===== src/rtl/abr_pkg.sv =====
package abr_pkg;

  // Cycles in one low run of a 0x00 frame: start bit plus eight zero bits.
  function automatic int unsigned low_run_cycles(int unsigned clk_hz, int unsigned bps);
    return (9 * clk_hz) / bps;
  endfunction

  // Divisor for a receiver/transmitter that samples 16 times per bit.
  function automatic int unsigned uart_divisor(int unsigned clk_hz, int unsigned bps);
    return clk_hz / (16 * bps);
  endfunction

  // True when a and b differ by no more than ref/32 (about 3.1 percent).
  function automatic logic close_enough(int unsigned a, int unsigned b, int unsigned ref_len);
    int unsigned d;
    d = (a > b) ? (a - b) : (b - a);
    return ((d * 32) <= ref_len);
  endfunction

endpackage


===== src/rtl/abr_sync.sv =====
module abr_sync (
  input  logic clk_i,
  input  logic rst_ni,
  input  logic d_i,
  output logic q_o
);
  logic meta_q;
  logic sync_q;

  always_ff @(posedge clk_i or negedge rst_ni) begin
    if (!rst_ni) begin
      meta_q <= 1'b1;
      sync_q <= 1'b1;
    end else begin
      meta_q <= d_i;
      sync_q <= meta_q;
    end
  end

  assign q_o = sync_q;
endmodule


===== src/rtl/abr_low_meter.sv =====
module abr_low_meter #(
  parameter int unsigned CNT_W      = 18,
  parameter int unsigned GLITCH_CYC = 48
) (
  input  logic             clk_i,
  input  logic             rst_ni,
  input  logic             en_i,
  input  logic             rx_s_i,
  output logic             meas_valid_o,
  output logic [CNT_W-1:0] meas_cnt_o
);
  localparam logic [CNT_W-1:0] CNT_MAX = '1;

  logic [CNT_W-1:0] low_cnt_q;

  // A run ends when the synchronised line is high again after counting.
  assign meas_cnt_o   = low_cnt_q;
  assign meas_valid_o = en_i && rx_s_i && (32'(low_cnt_q) >= GLITCH_CYC);

  always_ff @(posedge clk_i or negedge rst_ni) begin
    if (!rst_ni) begin
      low_cnt_q <= '0;
    end else if (!en_i || rx_s_i) begin
      low_cnt_q <= '0;
    end else if (low_cnt_q != CNT_MAX) begin
      low_cnt_q <= low_cnt_q + 1'b1;
    end
  end

  AST_GLITCH_DROP: assert property (@(posedge clk_i) disable iff (!rst_ni)
    (rx_s_i && en_i && (low_cnt_q != '0) && (32'(low_cnt_q) < GLITCH_CYC)) |-> !meas_valid_o);

  AST_COUNT_CLEARS: assert property (@(posedge clk_i) disable iff (!rst_ni)
    rx_s_i |=> (low_cnt_q == '0));
endmodule


===== src/rtl/abr_autobaud.sv =====
module abr_autobaud #(
  parameter int unsigned CLK_HZ   = 24_000_000,
  parameter int unsigned BASE_BPS = 9600,
  parameter int unsigned NRATES   = 3,
  parameter int unsigned DIV_W    = 16
) (
  input  logic             clk_i,
  input  logic             rst_ni,
  input  logic             en_i,
  input  logic             rx_i,
  output logic [DIV_W-1:0] div_o,
  output logic             locked_o,
  output logic             error_o,
  output logic             aligned_o
);
  localparam int unsigned SLOW_BPS   = BASE_BPS >> (NRATES - 1);
  localparam int unsigned CNT_W      = $clog2(2 * abr_pkg::low_run_cycles(CLK_HZ, SLOW_BPS) + 1);
  localparam int unsigned IDX_W      = (NRATES > 1) ? $clog2(NRATES) : 1;
  localparam int unsigned GLITCH_CYC = CLK_HZ / (4 * BASE_BPS);
  localparam logic [DIV_W-1:0] DIV_RST = DIV_W'(abr_pkg::uart_divisor(CLK_HZ, BASE_BPS));

  logic             rx_s;
  logic             meas_valid;
  logic [CNT_W-1:0] meas_cnt;
  logic [NRATES-1:0] rate_hit;
  logic [IDX_W-1:0] hit_idx;
  logic [DIV_W-1:0] div_table [NRATES];

  logic             pend_q;
  logic [IDX_W-1:0] pend_idx_q;
  logic [CNT_W-1:0] pend_cnt_q;

  // Named events for checking.
  logic meas_fire, reject_fire, lock_fire, agree;

  abr_sync u_sync (
    .clk_i  (clk_i),
    .rst_ni (rst_ni),
    .d_i    (rx_i),
    .q_o    (rx_s)
  );

  abr_low_meter #(.CNT_W(CNT_W), .GLITCH_CYC(GLITCH_CYC)) u_meter (
    .clk_i        (clk_i),
    .rst_ni       (rst_ni),
    .en_i         (en_i),
    .rx_s_i       (rx_s),
    .meas_valid_o (meas_valid),
    .meas_cnt_o   (meas_cnt)
  );

  for (genvar i = 0; i < NRATES; i++) begin : g_rate
    localparam int unsigned NOM = abr_pkg::low_run_cycles(CLK_HZ, BASE_BPS >> i);
    assign rate_hit[i]  = abr_pkg::close_enough(32'(meas_cnt), NOM, NOM);
    assign div_table[i] = DIV_W'(abr_pkg::uart_divisor(CLK_HZ, BASE_BPS >> i));
  end

  always_comb begin
    hit_idx = '0;
    for (int i = NRATES - 1; i >= 0; i--) begin
      if (rate_hit[i]) hit_idx = IDX_W'(i);
    end
  end

  assign agree       = abr_pkg::close_enough(32'(meas_cnt), 32'(pend_cnt_q), 32'(pend_cnt_q));
  assign meas_fire   = en_i && meas_valid && !locked_o;
  assign reject_fire = meas_fire && (rate_hit == '0);
  assign lock_fire   = meas_fire && (rate_hit != '0) && pend_q && (pend_idx_q == hit_idx) && agree;

  always_ff @(posedge clk_i or negedge rst_ni) begin
    if (!rst_ni) begin
      div_o      <= DIV_RST;
      locked_o   <= 1'b0;
      error_o    <= 1'b0;
      aligned_o  <= 1'b0;
      pend_q     <= 1'b0;
      pend_idx_q <= '0;
      pend_cnt_q <= '0;
    end else if (!en_i) begin
      locked_o  <= 1'b0;
      error_o   <= 1'b0;
      aligned_o <= 1'b0;
      pend_q    <= 1'b0;
    end else begin
      aligned_o <= 1'b0;
      if (reject_fire) begin
        error_o <= 1'b1;
        pend_q  <= 1'b0;
      end else if (lock_fire) begin
        locked_o  <= 1'b1;
        aligned_o <= 1'b1;
        error_o   <= 1'b0;
        pend_q    <= 1'b0;
        div_o     <= div_table[hit_idx];
      end else if (meas_fire) begin
        pend_q     <= 1'b1;
        pend_idx_q <= hit_idx;
        pend_cnt_q <= meas_cnt;
      end
    end
  end

  AST_ALIGN_WITH_LOCK: assert property (@(posedge clk_i) disable iff (!rst_ni)
    aligned_o |-> (locked_o && !$past(locked_o)));

  AST_ALIGN_SINGLE: assert property (@(posedge clk_i) disable iff (!rst_ni)
    aligned_o |=> !aligned_o);

  AST_LOCK_NEEDS_RUN: assert property (@(posedge clk_i) disable iff (!rst_ni)
    $rose(locked_o) |-> $past(meas_valid && en_i));

  AST_EN_CLEARS: assert property (@(posedge clk_i) disable iff (!rst_ni)
    !en_i |=> (!locked_o && !error_o && !aligned_o));

  AST_FLAGS_EXCLUSIVE: assert property (@(posedge clk_i) disable iff (!rst_ni)
    !(locked_o && error_o));

  AST_DIV_HOLD: assert property (@(posedge clk_i) disable iff (!rst_ni)
    (locked_o && en_i) |=> $stable(div_o));

  AST_ONE_RATE: assert property (@(posedge clk_i) disable iff (!rst_ni)
    $onehot0(rate_hit));
endmodule


===== config.mk =====
export PLATFORM = sky130hd
export DESIGN_NAME = abr_autobaud
export DESIGN_NICKNAME = d
export VERILOG_FILES = /design/src/rtl/abr_pkg.sv /design/src/rtl/abr_sync.sv /design/src/rtl/abr_low_meter.sv /design/src/rtl/abr_autobaud.sv
export SDC_FILE = /design/constraint.sdc
export NUM_CORES = 1
export LEC_CHECK = 0
export CORE_ASPECT_RATIO = 0.7
export CORE_UTILIZATION = 55
export CTS_CLUSTER_SIZE = 28
export DETAILED_ROUTE_END_ITERATION = 12
export DONT_BUFFER_PORTS = 1
export PLACE_DENSITY = 0.7
export SLEW_MARGIN = 40
export SYNTH_ARGS = -nofsm -noshare
export SYNTH_HDL_FRONTEND = slang
export SYNTH_HIERARCHICAL = 1
export SYNTH_SLANG_ARGS = --single-unit

===== constraint.sdc =====
create_clock -name clk_i -period 7.62 [get_ports clk_i]
set_input_delay 1.524 -clock clk_i [delete_from_list [all_inputs] [get_ports clk_i]]
set_output_delay 1.524 -clock clk_i [all_outputs]
set_load 0.005 [all_outputs]

# Yosys cells after proc, flatten, opt, wreduce, memory -nomap -nowiden
# Cells that the tools add are included.
[op_classes]
n_addsub = 9
n_lt_le_gt_ge = 10
shift = 0
mul = 0
muxes = 25
reduce_logical = 18
div = 0
n_eq_ne = 6
n_bitwise = 3
[op_table]
columns = ["cell", "count"]
rows = [
  ["$mux 27", 4],
  ["$sub 18x18->19", 2],
  ["$mux 18", 2],
  ["$bmux 16 s2", 1],
  ["$le 32x15->1 const B", 1],
  ["$le 32x16->1 const B", 1],
  ["$le 32x17->1 const B", 1],
  ["$le 32x18->1", 1],
  ["$mux 16", 2],
  ["$sub 15x18->19 const A", 1],
  ["$sub 16x18->19 const A", 1],
  ["$sub 17x18->19 const A", 1],
  ["$sub 18x15->19 const B", 1],
  ["$sub 18x16->19 const B", 1],
  ["$sub 18x17->19 const B", 1],
  ["$add 18x1->18 const B", 1],
  ["$ge 18x10->1 const B", 1],
  ["$gt 18x15->1 const B", 1],
  ["$gt 18x16->1 const B", 1],
  ["$gt 18x17->1 const B", 1],
  ["$gt 18x18->1", 1],
  ["$ne 18x18->1 const B", 1],
  ["$mux 1", 13],
  ["$logic_and 1x1->1", 9],
  ["17 further kinds", 21],
]
[totals]
ram_bits = 0
wordCells = 81
rom_bits = 0
mem_count = 0
regBits = 60
inputBits = 4
latch_bits = 0

# Depth between registers and ports, before layout
# Gate-level depths: netlist of the first run.
[logic_depth]
ltp_word = 12
depth_mapped = 29
mapped_depth_nobuf = 24

# By module
# Netlist of the first run, hierarchy kept.
[by_module_without_submodules]
columns = ["module", "cells_per_inst", "seq_area_each_um2", "area_per_inst_um2", "n_inst"]
rows = [
  ["abr_autobaud", 718, 754.5, 5346.4, 1],
  ["abr_low_meter", 130, 450.4, 1169.9, 1],
  ["abr_sync", 2, 52.6, 52.6, 1],
]

# Least setup slack after synthesis of the first run
# Ideal clock, no wire load.
[synth_path]
path_kind = "register to register"
from = "reg u_meter.low_cnt_q[10], in the netlist u_meter/meas_cnt_o[10]"
to = "reg pend_cnt_q[10]"
path_stages_with_launch = 28
n_path_buf = 6
arrival_ns = 6.166
setup_time_ns = 0.130
setup_slack_ns = 1.324
period_less_slack_ns = 6.296
path_cell_list = "dfrtp_1 > clkbuf_1 > inv_1 > ha_1 > clkbuf_1 > and4_1 > nand2_1 > nor4_1 > a31oi_1 > a21oi_2 > clkbuf_1 > buf_1 > a211oi_1 > a31oi_1 > xor2_1 > ha_1 > a21o_1 > a21oi_1 > o22ai_1 > a2111oi_0 > o22ai_1 > a211oi_1 > o211ai_1 > a211o_1 > o311a_1 > buf_6 > buf_6 > mux2i_1"
[synth_via]
elab_chain_len = 11
elab_cells_between_ends = 38
cone_classes = "8 x add/sub; 9 x order compare; 1 x eq/ne; 7 x mux; 2 x bitwise; 11 x reduce/logical"
[synth_lines]
columns = ["element", "line_no", "rtl"]
rows = [
  ["start: declaration", "abr_low_meter.sv:14", "logic [CNT_W-1:0] low_cnt_q;"],
  ["start signal: assignment", "abr_low_meter.sv:26", "low_cnt_q <= low_cnt_q + 1'b1;"],
  ["$sub 17x18->19 (tied with other cells)", "abr_pkg.sv:16", "d = (a > b) ? (a - b) : (b - a);"],
  ["$mux 27", "abr_pkg.sv:16", ""],
  ["$le 32x17->1", "abr_pkg.sv:17", "return ((d * 32) <= ref_len);"],
  ["$mux 2 (3 in a row)", "abr_autobaud.sv:61", "if (rate_hit[i]) hit_idx = IDX_W'(i);"],
  ["$eq 2x2->1", "abr_autobaud.sv:68", "assign lock_fire = meas_fire && (rate_hit != '0) && pend_q && (pend_idx_q == hit_idx) && agree;"],
  ["$logic_and 1x1->1 (2 in a row)", "abr_autobaud.sv:68", ""],
  ["$not 1->1 (no source line)", "n/a", ""],
  ["$reduce_and 4->1 (no source line)", "n/a", ""],
  ["end signal: assignment", "abr_autobaud.sv:98", "pend_cnt_q <= meas_cnt;"],
  ["end: declaration", "abr_autobaud.sv:31", "logic [CNT_W-1:0] pend_cnt_q;"],
]
# Several ways; a longest one is shown, not always the timed one.
# A chain may end at the register's enable or synchronous reset.

# Worst setup path in the final report of the first run
[layout_path]
from = "reg u_meter.low_cnt_q[5], in the netlist u_meter/meas_cnt_o[5]"
to = "reg div_o[5]"
[layout_via]
elab_chain_len = 10
elab_cells_between_ends = 41
cone_classes = "8 x add/sub; 9 x order compare; 1 x eq/ne; 10 x mux; 2 x bitwise; 11 x reduce/logical"
[layout_lines]
columns = ["element", "line_no", "rtl"]
rows = [
  ["$sub 17x18->19 (tied with other cells)", "abr_pkg.sv:16", ""],
  ["$mux 27", "abr_pkg.sv:16", ""],
  ["$le 32x17->1", "abr_pkg.sv:17", ""],
  ["$mux 2 (3 in a row)", "abr_autobaud.sv:61", ""],
  ["$not 2->3 (not written as such) or $eq 2x2->1 (tied branches)", "abr_autobaud.sv:94, abr_autobaud.sv:68", ""],
  ["$bmux 16 s2 or $logic_and 1x1->1 (tied branches)", "abr_autobaud.sv:94, abr_autobaud.sv:68", ""],
  ["$mux 16 (not written as such) or $logic_and 1x1->1 (tied branches)", "abr_autobaud.sv:94, abr_autobaud.sv:68", ""],
  ["$mux 16 (not written as such) or $reduce_and 3->1 (tied branches)", "n/a", ""],
  ["end signal: assignment", "abr_autobaud.sv:94", "div_o <= div_table[hit_idx];"],
  ["end: declaration", "abr_autobaud.sv:11", "output logic [DIV_W-1:0] div_o,"],
]
# Several ways; a longest one is shown, not always the timed one. The select of a mux whose other input is x is not followed.

==> results of run 1 <==
[metal layers]
| layer | routed length (um) | part of all wire, % |
|---|---|---|
| met4 | 210 | 0.96 |
| met1 | 10300 | 47 |
| met3 | 2786 | 13 |
| met2 | 8640 | 39 |
| met5 | 0 | 0 |
[where the power goes]
group	switching, mW	leakage (nW)	internal, mW
clock network	0.108	0.0836	0.154
logic	0.0120	2.16	0.00562
registers	0.00177	0.565	0.267
[sequential cells by signal, indices dropped and copies added (netlist names)]
| name | flops |
|---|---|
| aligned_o | 1 |
| div_o | 6 |
| error_o | 1 |
| locked_o | 1 |
| pend_cnt_q | 18 |
| pend_idx_q | 2 |
| pend_q | 1 |
| u_meter/meas_cnt_o | 18 |
| u_sync/meta_q | 1 |
| u_sync/q_o | 1 |
[layout make-up]
cell class	count	share of cell area (%)
well taps	153	2.804
flip-flops and latches	50	18.42
inverters	58	3.189
clock inverters	3	0.5865
repair buffers	22	2.419
clock buffers	5	1.833
multi-input cells	691	70.75
[final timing paths]
check | end | slack [ps] | cells after the start
max | div_o[5] | 640 | 24
min | u_sync/q_o | 360 | 0
max reg2reg | div_o[5] | 640 | 24
min reg2reg | u_sync/q_o | 360 | 0
max in group asynchronous | div_o[7] | 6500 | 0
min in group asynchronous | u_meter/meas_cnt_o[7] | 910 | 0
[kinds of logic after synthesis]
kind of cell             synth area share [%]
AO/OA/AOI/OAI                           27.81
XOR/XNOR                                5.067
adder cells (fa/ha/maj)                 12.61
buffers and inverters                   8.019
flip-flops                              19.14
multiplexers                            5.238
other                                 0.05709
AND/OR/NAND/NOR                         22.06
[Yosys cell counts, drive strengths merged, types with 4 or more instances]
cell type / number / share of area, %
nand3: 23 / 1.8
a221oi: 5 / 0.67
and2: 6 / 0.57
xnor2: 30 / 4.0
a21o: 18 / 2.1
or4: 6 / 0.69
inv: 52 / 3.0
a31oi: 20 / 1.9
or3: 5 / 0.48
and4: 7 / 0.97
nor2b: 8 / 0.76
clkbuf: 29 / 1.7
dfrtp: 45 / 17
nand2: 65 / 3.8
nand4: 19 / 1.8
o31a: 4 / 0.53
and3: 15 / 1.5
o211ai: 11 / 1.3
o21ai: 61 / 4.7
buf: 27 / 2.8
nor2: 61 / 3.5
nor3: 19 / 1.6
a41o: 4 / 0.65
nand2b: 6 / 0.57
a21oi: 65 / 5.0
nor4: 13 / 1.3
a41oi: 6 / 0.80
o22ai: 8 / 0.76
nand3b: 4 / 0.46
o21a: 6 / 0.69
clkinv: 6 / 0.34
or2: 4 / 0.38
xor2: 8 / 1.1
mux2i: 31 / 4.7
ha: 63 / 12
a221o: 4 / 0.61
a211oi: 10 / 1.2
o31ai: 6 / 0.69
dfstp: 5 / 2.0
a2111o: 5 / 0.86
[layout by cell type (no fill, tap or decap), types with 11 or more instances in the layout]
cell type / count
nand2_1: 64
nor2_1: 60
nand3_1: 23
nor4_1: 11
a31oi_1: 20
nor3_1: 17
mux2i_1: 31
inv_1: 51
a21o_1: 18
buf_4: 22
o211ai_1: 11
and3_1: 12
ha_1: 63
dfrtp_1: 45
nand4_1: 19
xnor2_1: 30
a21oi_1: 64
o21ai_0: 56
[repair_timing]
action	CTS	global route
hold buffers	0	0
endpoints found under the setup margin	0	28
resized for setup	0	3
==> metrics.md, run 1 <==
| Metric | Value |
|---|---|
| Worst-path maximum fanout | `16` |
| # diodes | `0` |
| Crit path buf inv count | `2` |
| Vias in the first global route | `6134` |
| GR Layer Usage met3 | `11.49%` |
| Total die area | `12390 sq um` |
| Reg clk slew, reported paths | `70 ps` |
| Number of routed nets with antenna violations | `0` |
| Rel. slew slack | `44.76%` |
| IO Count | `23` |
| Final WL | `around 22000 um` |
| Critical path arrival | `7170 ps` |
| Dpl cells | `roughly 1000` |
| Final setup viols | `0` |
| Slowest CP cell | `dfrtp_1` |
| Async set-or-reset flop fraction in the synthesized netlist | `100.0%` |
| Place WS | `between 300 and 400 ps` |
| Hold slack | `362.8 ps` |
| Fin crit share | `91.63%` |
| Reg-to-Reg Start | `u_meter/meas_cnt_o[5]` |
| P_leak | `about 2.8 nW` |
| Mapped Area | `6569 sq um` |
| Vias/cell | `between 6 and 7` |
| Met1 Use GR | `53.82%` |
| Busiest grt layer | `met1` |
| RePlAce Congestion | `0.9521` |
| Max_cap viols | `0` |
| CP top delay family | `compound AO/OA/AOI/OAI gates` |
| Setup ws final | `about 640 ps` |
| WP data required | `~7800 ps` |
| Cells after synthesis | `850` |
| Critical path cell sequence | `clkinv_1, ha_1, nand4_1, nor4_2, a31oi_1, a21oi_4, nand3b_1, o31ai_1, o21ai_0, nand2_1, nand2_1, xnor2_1, ha_1, a21o_1, a21oi_1, o22ai_1, a2111oi_1, o22ai_1, a211oi_1, o211ai_1, a211o_1, nor3_1, buf_4, mux2_2` |
| Vias | `6834` |
| Ratio of cells with drive above 1 in the final layout | `8.203%` |
| Crit path from | `u_meter/meas_cnt_o[5]` |
| Ys flop type | `dfrtp_1` |
| Fillers | `1061` |
| Worst Hold Class | `reg2reg` |
| Largest net degree at the start of global routing | `51` |
| Final #Nets | `897` |
| Area Growth Syn to Fin | `3.924%` |
| Worst Skew | `8.090 ps` |
| IO buf count | `0` |
| Hold Path Origin | `u_sync/meta_q` |
| CTS tree | `built` |
| Remaining DRCs | `0` |
| Clock sinks | `50` |
| Critical path class | `reg2reg` |
| GRT Total Usage | `35.91%` |
| Final Hold Viols | `0` |
| Pwr Density | `80.24 nW/um^2` |
| CP Capture Type | `flip-flop` |
| Worst vdd ir | `0.09014 mV` |
| Total gr overflow | `0` |
| Htree depth | `2` |
| CTS max path bufs | `2` |
| DPL Wire Length | `about 16000 um` |
| Die span in x | `132.6 um` |
| DRT iter0 DRCs | `930` |
| Initial antenna violation count | `0` |
| Core Util, Final | `60.25%` |
| Max Clk Rate | `143.2 MHz` |
| Storage element area | `1257 sq um` |
| Avg Cell Area, Syn | `a little under 8 sq um` |
| Status | `completed` |
| # Post-CTS Setup Buffers | `0` |
| Syn. warnings | `6` |
| DP Area | `6646 sq um` |
| Max-slew violation count | `0` |
| TritonRoute pass-1 iters | `6` |
| Seq cells post-synth | `50` |
| Num CTS Buffers | `5` |
| Synth cell types | `92` |
| Sequential fraction of the synthesis area | `between 10% and 20%` |
| Worst-Margin Slew | `826.6 ps` |
| Crit path largest cell delay | `690 ps` |
| Multi-input logic area | `4830 sq um` |
| Post-route cell area | `around 6800 sq um` |
| Tot Pwr | `0.5477 mW` |
| CP startpoint kind | `flip-flop` |
| CORE AREA | `11330 sq um` |
| RSZ-0062 raised after global routing | `false` |
| Fin Setup TNS | `0 ps` |
| DIE HEIGHT | `93.44 um` |
| Root buffer cell | `clkbuf_16` |
| Final Non-Filler Cells | `slightly below 1000` |
| Met2 Track Usage GR | `50.75%` |
| DR WL/cell | `22.34 um` |
| Min Tclk post-route | `6982 ps` |
| Post-synth EDFFs | `0` |
| Later-pin clock latency in the skew report | `300 ps` |
| Rows | `32` |
| Initial Util | `57.97%` |
| First-pass GRT wire length | `34470 um` |
Note: power is estimated with default switching activity, not from simulation.
==> run 2, diff against run 1 <==
--- a/config.mk
+++ b/config.mk
@@ -5,6 +5,7 @@
 export SDC_FILE = /design/constraint.sdc
 export NUM_CORES = 1
 export LEC_CHECK = 0
+export ABC_CLOCK_PERIOD_IN_PS = 7620
 export CORE_ASPECT_RATIO = 0.7
 export CORE_UTILIZATION = 55
 export CTS_CLUSTER_SIZE = 28
==> results of run 2 <==
No change in the layout: final DEF, timing and power equal those of run 1.
==> run 3, diff against run 2 <==
--- a/config.mk
+++ b/config.mk
@@ -5,7 +5,7 @@
 export SDC_FILE = /design/constraint.sdc
 export NUM_CORES = 1
 export LEC_CHECK = 0
-export ABC_CLOCK_PERIOD_IN_PS = 7620
+export ABC_CLOCK_PERIOD_IN_PS = 8460
 export CORE_ASPECT_RATIO = 0.7
 export CORE_UTILIZATION = 55
 export CTS_CLUSTER_SIZE = 28
==> constraint.sdc (replaced) <==
create_clock -name clk_i -period 8.46 [get_ports clk_i]
set_input_delay 1.692 -clock clk_i [delete_from_list [all_inputs] [get_ports clk_i]]
set_output_delay 1.692 -clock clk_i [all_outputs]
set_load 0.005 [all_outputs]
==> run 3 against run 2 <==
Compared with the run above:
- register-to-register slack improved by 640 ps
- combinational power fell by 17%
- clock power rose by 5%
- clock skew rose by 1.7 ps
- power fell by 2.8%
- sequential share of layout area rose by 0.081 points
- first-iteration DRC count fell by 6.6%
- highest routed layer unchanged
==> metrics.md, run 3 (synthesis results as in run 1) <==
| Metric | Value |
|---|---|
| Rel. slew slack | `42.30% (-2.5 points)` |
| Most frequent cells in the layout | `64 x a21oi_1, 64 x nand2_1, 63 x ha_1, 60 x nor2_1, 56 x o21ai_0` |
| Initial antenna violation count | `0 (unchanged)` |
| Worst-Margin Slew | `859.8 ps (+33.23 ps)` |
| Largest net degree at the start of global routing | `51 (unchanged)` |
| CTS hold repair buffers | `0 (unchanged)` |
| Reg-to-Reg Start | `u_meter/meas_cnt_o[5]` |
| Crit path from | `u_meter/meas_cnt_o[5]` |
| RePlAce Congestion | `0.9672 (+1.6%)` |
| P_leak | `2.786 nW (-0.85%)` |
| # diodes | `0 (unchanged)` |
| R2R setup slack | `1270 ps (+640 ps)` |
| Clock share of power | `51.7% (+3.9 points)` |
| Total gr overflow | `0 (unchanged)` |
| Max_cap viols | `0 (unchanged)` |
| Sw Ratio | `20.60% (-1.5 points)` |
| Vias in the first global route | `6111 (-0.37%)` |
| Fin Setup TNS | `0 ps (unchanged)` |
| Total die area | `12390 sq um (unchanged)` |
| WP data required | `8670 ps (+860 ps)` |
| Post-cts resize count | `0 (unchanged)` |
| Worst Hold Class | `reg2reg` |
| Hold Path Origin | `u_sync/meta_q` |
| Later-pin clock latency in the skew report | `300 ps (about the same)` |
| Number of routed nets with antenna violations | `0 (unchanged)` |
| Num CTS Buffers | `5 (unchanged)` |
| DPL Wire Length | `15910 um (-3.3%)` |
| Reg clk slew, reported paths | `70 ps (about the same)` |
| Vias | `6735 (-1.4%)` |
| Fillers | `1013 (-4.5%)` |
| Clock sinks | `50 (unchanged)` |
| Combinational Power Share | `2.7% (-0.5 points)` |
| DR WL/cell | `22.05 um (-1.3%)` |
| Ratio of cells with drive above 1 in the final layout | `7.421% (-0.78 points)` |
| Setup ws final | `1275 ps (+636.9 ps)` |
| Fin crit share | `84.93% (-6.7 points)` |
| CTS tree | `built` |
| Initial Util | `57.97% (unchanged)` |
| First-pass GRT wire length | `34110 um (-1.0%)` |
| Vias/cell | `6.908 (-0.74%)` |
| Final Hold Viols | `0 (unchanged)` |
| Worst Skew | `9.812 ps (+1.723 ps)` |
| CORE AREA | `11330 sq um (unchanged)` |
| Remaining DRCs | `0 (unchanged)` |
| Worst vdd ir | `0.1009 mV (+12%)` |
| Htree depth | `2 (unchanged)` |
| Worst-path maximum fanout | `16 (unchanged)` |
| NetSw | `0.1097 mW (-9.6%)` |
| GRT Total Usage | `35.48% (-0.42 points)` |
| Place WS | `1375 ps (+980.3 ps)` |
| Critical path arrival | `7400 ps (+230 ps)` |
| IO buf count | `0 (unchanged)` |
| CP startpoint kind | `flip-flop` |
| Pwr Density | `78.35 nW/um^2 (-2.4%)` |
| IO Count | `23 (unchanged)` |
| Root buffer cell | `clkbuf_16` |
| Final WL | `21500 um (-2.0%)` |
| CP Capture Type | `flip-flop` |
| Internal | `0.4228 mW (-0.85%)` |
| Max-slew violation count | `0 (unchanged)` |
| Die span in x | `132.6 um (unchanged)` |
| # Post-CTS Setup Buffers | `0 (unchanged)` |
| CTS max path bufs | `2 (unchanged)` |
| Final setup viols | `0 (unchanged)` |
| Critical path class | `reg2reg` |
| Area Growth Syn to Fin | `3.467%` |
| Max Clk Rate | `139.2 MHz (-2.8%)` |
| Min Tclk post-route | `7185 ps (+203.1 ps)` |
| Rows | `32 (unchanged)` |
| Power share of the sequential group | `45.5% (-3.5 points)` |
| Status | `completed` |
| RSZ-0062 raised after global routing | `false` |
| Core Util, Final | `59.98% (-0.27 points)` |
| TritonRoute pass-1 iters | `6 (unchanged)` |
| DRT iter0 DRCs | `869 (-6.6%)` |
| Final #Nets | `890 (-0.78%)` |
| DIE HEIGHT | `93.44 um (unchanged)` |
run 3: final cells by class:
cell class | count | area (sq um) | share of cell area [%]
inverter | 58 | 217.7 | 3.203
sequential | 50 | 1257 | 18.50
clock buffer | 6 | 138.9 | 2.043
multi-input combinational | 691 | 4818 | 70.89
timing repair buffer | 15 | 112.6 | 1.657
clock inverter | 2 | 60.06 | 0.8837
tap | 153 | 191.4 | 2.817
run 3: final timing paths:
path / end / cells after the start
worst max register to register: div_o[8] / 24
max in group asynchronous: div_o[7] / 0
min in group asynchronous: pend_cnt_q[1] / 0
worst min-delay path: u_sync/q_o / 0
worst max-delay path: div_o[8] / 24
worst min register to register: u_sync/q_o / 0
run 3: power groups by stage:
stage	combinational (mW)	clock (mW)	sequential [mW]
finish	0.0146	0.275	0.243
global route	0.0162	0.286	0.243
CTS	0.0141	0.278	0.242
detailed placement	0.0140	0	0.247
global placement	0.0134	0	0.247
floorplan	0.0133	0	0.246
run 3: metal layers:
metal	wire (um)	vias to the layer above	share of wire (%)	track usage [%]
met4	108	0	0.50	4.502
met2	8496	465	40	50.13
met5	0	-	0	0
met1	9967	3176	46	52.97
li1	-	3083	-	-
met3	2923	11	14	11.17
run 3: worst max-delay path, cell delays in order (launching register included):
cell and delay, ps:
dfrtp_1 700, clkinv_1 440, ha_1 520, nand4_1 250
nor4_1 510, a31oi_1 260, a21oi_2 590, nand3b_1 140
o31ai_1 170, nor2_1 80, nor2_1 230, o21ai_0 140
xor2_1 310, ha_1 300, nand2_1 70, or2_2 130
nor3_1 50, a2111oi_0 450, o22ai_1 150, a211oi_1 190
o211ai_1 120, a211o_1 320, nor3_1 470, buf_4 270
mux2i_1 210
run 3: stage by stage:
step	cells	hold slack, ps	power, mW	instance area (sq um)
6_report	975	359.0	0.5325	6797
5_1_grt	975	363.4	0.5445	6797
4_1_cts	975	362.9	0.5348	6792
3_5_place_dp	967	347.8	0.2610	6593
3_3_place_gp	967	351.0	0.2603	6586
2_1_floorplan	856	345.2	0.2594	6591
